<file path="config.mk">
export PLATFORM = sky130hd
export DESIGN_NAME = irq_aggregator
export DESIGN_NICKNAME = d
export VERILOG_FILES = /design/src/rtl/irq_agg_pkg.sv /design/src/rtl/irq_agg_status.sv /design/src/rtl/irq_agg_regs.sv /design/src/rtl/irq_agg_req.sv /design/src/rtl/irq_aggregator.sv
export SDC_FILE = /design/constraint.sdc
export NUM_CORES = 1
export LEC_CHECK = 0
export BUFFER_PORTS_ARGS = -buffer_cell sky130_fd_sc_hd__buf_4
export CAP_MARGIN = 15
export CORE_MARGIN = 1.5
export CORE_UTILIZATION = 45
export CTS_CLUSTER_DIAMETER = 60
export DETAILED_ROUTE_END_ITERATION = 8
export MAX_ROUTING_LAYER = met4
export PLACE_DENSITY = 0.78
export SYNTH_ARGS = -nofsm -noshare
export SYNTH_HDL_FRONTEND = slang
export SYNTH_SLANG_ARGS = --single-unit
</file>
<file path="constraint.sdc">
create_clock -name clk -period 1.2 [get_ports clk]
set_input_delay 0 -clock clk [delete_from_list [all_inputs] [get_ports clk]]
set_output_delay 0 -clock clk [all_outputs]
set_load 0.01 [all_outputs]
</file>
<file path="src/rtl/irq_agg_pkg.sv">
// Package: shared constants of the interrupt aggregator.
// Assumes a 16-bit register port with a 2-bit register select.
package irq_agg_pkg;
    localparam int REG_W      = 16;
    localparam int ADDR_W     = 2;
    localparam int GLOBAL_BIT = 15;
    localparam int RUN_BIT    = 0;

    typedef enum logic [ADDR_W-1:0] {
        SEL_STATUS = 2'd0,
        SEL_ENABLE = 2'd1,
        SEL_CTRL   = 2'd2,
        SEL_NONE   = 2'd3
    } reg_sel_e;
endpackage

</file>
<file path="src/rtl/irq_agg_status.sv">
// Module: captures the source lines into the pending-status word.
// Assumes the source lines are synchronous to clk. While stopped, the word is held at 0.
module irq_agg_status #(
    parameter int SRC_W = 10
) (
    input  logic             clk,
    input  logic             rst_n,
    input  logic             run,
    input  logic [SRC_W-1:0] src,
    output logic [SRC_W-1:0] status
);
    logic [SRC_W-1:0] status_q;

    // Sample the sources each clock while running; otherwise clear.
    always_ff @(posedge clk) begin
        if (!rst_n)
            status_q <= '0;
        else if (run)
            status_q <= src;
        else
            status_q <= '0;
    end

    assign status = status_q;

    AST_STATUS_CLEAR_WHEN_STOPPED: assert property (@(posedge clk) disable iff (!rst_n)
        !run |=> (status == '0));

    AST_STATUS_TRACKS_SOURCES: assert property (@(posedge clk) disable iff (!rst_n)
        run |=> (status == $past(src)));
endmodule

</file>
<file path="src/rtl/irq_agg_regs.sv">
// Module: enable, global-enable and run registers plus the read multiplexer.
// Assumes that writes take effect on the strobe clock and that reads are combinational.
module irq_agg_regs
    import irq_agg_pkg::*;
#(
    parameter int SRC_W = 10
) (
    input  logic              clk,
    input  logic              rst_n,
    input  logic [ADDR_W-1:0] reg_addr,
    input  logic              reg_wr,
    input  logic [REG_W-1:0]  reg_wdata,
    input  logic [SRC_W-1:0]  status,
    output logic [SRC_W-1:0]  src_en,
    output logic              global_en,
    output logic              run,
    output logic [REG_W-1:0]  reg_rdata
);
    logic [SRC_W-1:0] src_en_q;
    logic             global_en_q;
    logic             run_q;
    reg_sel_e         sel;
    logic             unused_wdata;

    assign sel          = reg_sel_e'(reg_addr);
    assign unused_wdata = ^reg_wdata;

    // Load the enable register on a write to its address.
    always_ff @(posedge clk) begin
        if (!rst_n) begin
            src_en_q    <= '0;
            global_en_q <= 1'b0;
        end else if (reg_wr && sel == SEL_ENABLE) begin
            src_en_q    <= reg_wdata[SRC_W-1:0];
            global_en_q <= reg_wdata[GLOBAL_BIT];
        end
    end

    // Load the run bit on a write to the control address.
    always_ff @(posedge clk) begin
        if (!rst_n)
            run_q <= 1'b0;
        else if (reg_wr && sel == SEL_CTRL)
            run_q <= reg_wdata[RUN_BIT];
    end

    // Select read data; undefined bits and addresses read zero.
    always_comb begin
        reg_rdata = '0;
        unique case (sel)
            SEL_STATUS: reg_rdata[SRC_W-1:0] = status;
            SEL_ENABLE: begin
                reg_rdata[SRC_W-1:0]  = src_en_q;
                reg_rdata[GLOBAL_BIT] = global_en_q;
            end
            SEL_CTRL:   reg_rdata[RUN_BIT] = run_q;
            SEL_NONE:   reg_rdata = '0;
        endcase
    end

    assign src_en    = src_en_q;
    assign global_en = global_en_q;
    assign run       = run_q;

    AST_UPPER_STATUS_ZERO: assert property (@(posedge clk) disable iff (!rst_n)
        (sel == SEL_STATUS) |-> (reg_rdata[REG_W-1:SRC_W] == '0));
endmodule

</file>
<file path="src/rtl/irq_agg_req.sv">
// Module: forms the registered host request from status, enables and run.
// Assumes a host that senses the line on its rising edge.
module irq_agg_req #(
    parameter int SRC_W = 10
) (
    input  logic             clk,
    input  logic             rst_n,
    input  logic [SRC_W-1:0] status,
    input  logic [SRC_W-1:0] src_en,
    input  logic             global_en,
    input  logic             run,
    output logic             host_irq
);
    logic irq_q;

    // Raise the request when any enabled source is pending under global enable and run.
    always_ff @(posedge clk) begin
        if (!rst_n)
            irq_q <= 1'b0;
        else
            irq_q <= run && global_en && (|(status & src_en));
    end

    assign host_irq = irq_q;

    AST_REQ_NEEDS_ENABLED_SOURCE: assert property (@(posedge clk) disable iff (!rst_n)
        ((status & src_en) == '0) |=> !host_irq);

    AST_REQ_NEEDS_GLOBAL: assert property (@(posedge clk) disable iff (!rst_n)
        !global_en |=> !host_irq);

    AST_REQ_LOW_WHEN_STOPPED: assert property (@(posedge clk) disable iff (!rst_n)
        !run |=> !host_irq);
endmodule

</file>
<file path="src/rtl/irq_aggregator.sv">
// Module: top of the interrupt aggregator.
// Assumes banks occupy the low status bits and peripherals the bits above them.
module irq_aggregator
    import irq_agg_pkg::*;
#(
    parameter int NUM_BANKS  = 4,
    parameter int NUM_PERIPH = 6
) (
    input  logic                  clk,
    input  logic                  rst_n,
    input  logic [NUM_BANKS-1:0]  bank_irq,
    input  logic [NUM_PERIPH-1:0] periph_irq,
    input  logic [ADDR_W-1:0]     reg_addr,
    input  logic                  reg_wr,
    input  logic [REG_W-1:0]      reg_wdata,
    output logic [REG_W-1:0]      reg_rdata,
    output logic                  host_irq
);
    localparam int SRC_W = NUM_BANKS + NUM_PERIPH;

    logic [SRC_W-1:0] src;
    logic [SRC_W-1:0] status;
    logic [SRC_W-1:0] src_en;
    logic             global_en;
    logic             run;

    // Place bank lines first, then peripheral lines above them.
    assign src = {periph_irq, bank_irq};

    irq_agg_status #(.SRC_W(SRC_W)) u_status (
        .clk    (clk),
        .rst_n  (rst_n),
        .run    (run),
        .src    (src),
        .status (status)
    );

    irq_agg_regs #(.SRC_W(SRC_W)) u_regs (
        .clk       (clk),
        .rst_n     (rst_n),
        .reg_addr  (reg_addr),
        .reg_wr    (reg_wr),
        .reg_wdata (reg_wdata),
        .status    (status),
        .src_en    (src_en),
        .global_en (global_en),
        .run       (run),
        .reg_rdata (reg_rdata)
    );

    irq_agg_req #(.SRC_W(SRC_W)) u_req (
        .clk       (clk),
        .rst_n     (rst_n),
        .status    (status),
        .src_en    (src_en),
        .global_en (global_en),
        .run       (run),
        .host_irq  (host_irq)
    );

    AST_SRC_FIT: assert property (@(posedge clk) disable iff (!rst_n)
        reg_wr |-> ##0 (SRC_W < GLOBAL_BIT));
endmodule

</file>
==> flow_metrics.py <==
metrics = {
    "outcome": {
        "outcome": "completed",
    },
    "route": {
        "vias": 887,
        "drt_iter0_drc": 4,
        "drc": 0,
        "via_per_inst": 4.77,
        "firstDrtPassIters": 4,
        "avgRoutedWirePerCell_um": 12.6,
        "totalWireLength_um": 2340,
        "drtAntennaViolNets": 0,
    },
    "critical_path": {
        "critPathKind": "reg -> out",
        "timing.rr.end": "u_req.host_irq",
        "r2r_cells": 3,
        "start_kind": "flop",
        "critPathCaptureType": "output port",
        "r2r_setup_slack_ps": 150,
        "arrival_ps": 1090,
        "worstPathRequired_ps": 1200,
        "crit_end": "reg_rdata[0]",
        "worstReg2RegStart": "u_regs.src_en[4]",
        "worst-path-max-fanout": 5,
        "startpoint": "u_regs.run",
    },
    "timing": {
        "setup_violations": 0,
        "finalSetupTns_ps": 0,
        "finalCritPeriodShare_pct": 91.1,
        "period_needed_ps": 1090,
        "fin_hold_ws_ps": 43.8,
        "rsz0062_at_grt": "false",
        "fin_skew_ps": 1.74,
        "slew_violations": 0,
        "finalHoldViolCount": 0,
        "timing.fmax_mhz": 915,
    },
    "clock_network": {
        "tritoncts": "yes",
        "insertion_delay_ps": 300,
        "cts_setup_buffers": 0,
        "cts.sinks": 23,
        "path_clk_slew_ps": 120,
        "htreeDepth": 1,
        "cts_resized": 0,
        "cts_buffers": 3,
        "cts_root_buf": "clkbuf_4",
        "clockBufferDepth": 2,
    },
    "die": {
        "die_w_um": 50.7,
        "start_util_pct": 47.1,
        "io_pins": 48,
        "core_area_mm2": 0.00217,
        "rows": 17,
        "dieArea_mm2": 0.00257,
        "die_y_um": 50.7,
    },
    "power_and_ir_drop": {
        "p_leak_nw": 0.784,
        "total_power_mw": 1.37,
        "pwr_density_cell_mw_per_mm2": 893,
        "ir_drop_mv": 0.866,
    },
    "placement": {
        "gp_congestion": 0.701,
        "numPortBuffers": 37,
        "place_area_mm2": 0.00130,
    },
    "global_routing": {
        "grt_max_degree": 24,
        "grt_pass1_vias": 910,
        "antenna_found_initial": 0,
        "track_usage_pct": 20.5,
        "gr-total-overflow": 0,
        "grt_first_pass_wirelength_um": 3770,
    },
    "synth": {
        "ys_top_cells_by_area": "dfxtp_1 45%, mux2i_1 22%, nor2b_1 7.3%",
        "yosysTopAreaCellShare_pct": 45.0,
        "synth_edf_count": 0,
        "ys_ff_latch": 23,
        "yosysTopAreaCell": "dfxtp_1",
        "postSynth.asyncResetShare_pct": 0,
        "syn_inst": 100,
        "syn_area_mm2": 0.00102,
        "ys_types": 19,
        "ys_warn_count": 0,
        "synth_most_common_cell": "dfxtp_1",
        "ys.flop_type": "dfxtp_1",
        "synth.avg_cell_area_um2": 10.2,
        "netlist_top_cells_count": "23 x dfxtp_1, 22 x mux2i_1, 12 x nor2b_1",
        "seq_area_frac_synth_pct": 45.0,
    },
    "cells_and_area": {
        "nNetsFinal": 190,
        "syn_to_final_growth_pct": 50.3,
        "post_route_cells_drive_above_1_share_pct": 27.8,
        "final_area_mm2": 0.00154,
        "antenna_cells": 0,
    },
    "flow_run": {
        "drv_cap": 0,
    },
    "worst_hold_path": {
        "hold_path_class": "in -> reg",
    },
}
[cell families after synthesis]
group                  Yosys count  share of synthesized area [%]
other                            1                          0.367
buffers and inverters           11                           7.10
DFF                             23                           45.0
AOI/OAI and AO/OA                7                           5.26
muxes                           22                           21.5
and+or+nand+nor                 36                           20.7
[per-layer routing]
| layer | part of all wire, % | track usage, % |
|---|---|---|
| met1 | 42 | 21.6 |
| met2 | 53 | 36.8 |
| met3 | 3.6 | 2.68 |
| met4 | 1.7 | 11.3 |
| met5 | 0 | - |
[critical path, cell delays in order (launching register included)]
cell     delay [ps]
dfxtp_1         420
mux2i_1          90
o21ai_0         140
buf_4           140
[layout by cell type, fill, tap and decap left out, drive strengths merged]
cell	count
a221oi	2
a22o	2
a22oi	1
a31oi	1
and3	10
and3b	1
buf	40
clkbuf	4
conb	5
dfxtp	23
dlygate4sd3	21
mux2i	22
nand3	1
nand3b	3
nor2	9
nor2b	12
o21ai	1
[per-stage QoR]
stage / instances / utilization, % / setup slack [ps]
floorplan: 104 / - / 278
global placement: 161 / 59.9 / 182
detailed placement: 161 / 59.9 / 184
CTS: 186 / 70.8 / 104
global route: 186 / 70.8 / 35.8
finish: 186 / 70.8 / 107
[report_power, final]
part	internal, mW	switching [mW]
logic	0.145	0.0842
clock network	0.129	0.220
registers	0.781	0.0127
total	1.06	0.317
[state kept, by name, indices dropped and copies added (netlist names)]
register and count:
u_regs.src_en 10, u_status.status 10, u_regs.global_en 1, u_regs.run 1, u_req.host_irq 1
[worst min-delay path by stage]
stage          slack, ps  depth (start not counted)          start                 end
6_report              40                          2          rst_n    u_regs.src_en[4]
5_1_grt               40                          2          rst_n    u_regs.src_en[4]
4_1_cts               40                          2          rst_n    u_regs.src_en[7]
3_5_place_dp         240                          2    bank_irq[2]  u_status.status[2]
3_3_place_gp         240                          2  periph_irq[1]  u_status.status[5]
2_1_floorplan        150                          1          rst_n  u_status.status[0]
[cell type report]
type	count	area (um^2)
Clock buffer	4	26.3
Multi-Input combinational cell	70	504
Timing Repair Buffer	61	510
Fill cell	163	633
Tap cell	28	35.0
Sequential cell	23	460
[what timing repair did]
action	4_1_cts	5_1_grt
hold buffers	21	0
setup endpoints to repair	0	0
endpoints found under the hold margin	22	0
Note: power is estimated with default switching activity, not from simulation.
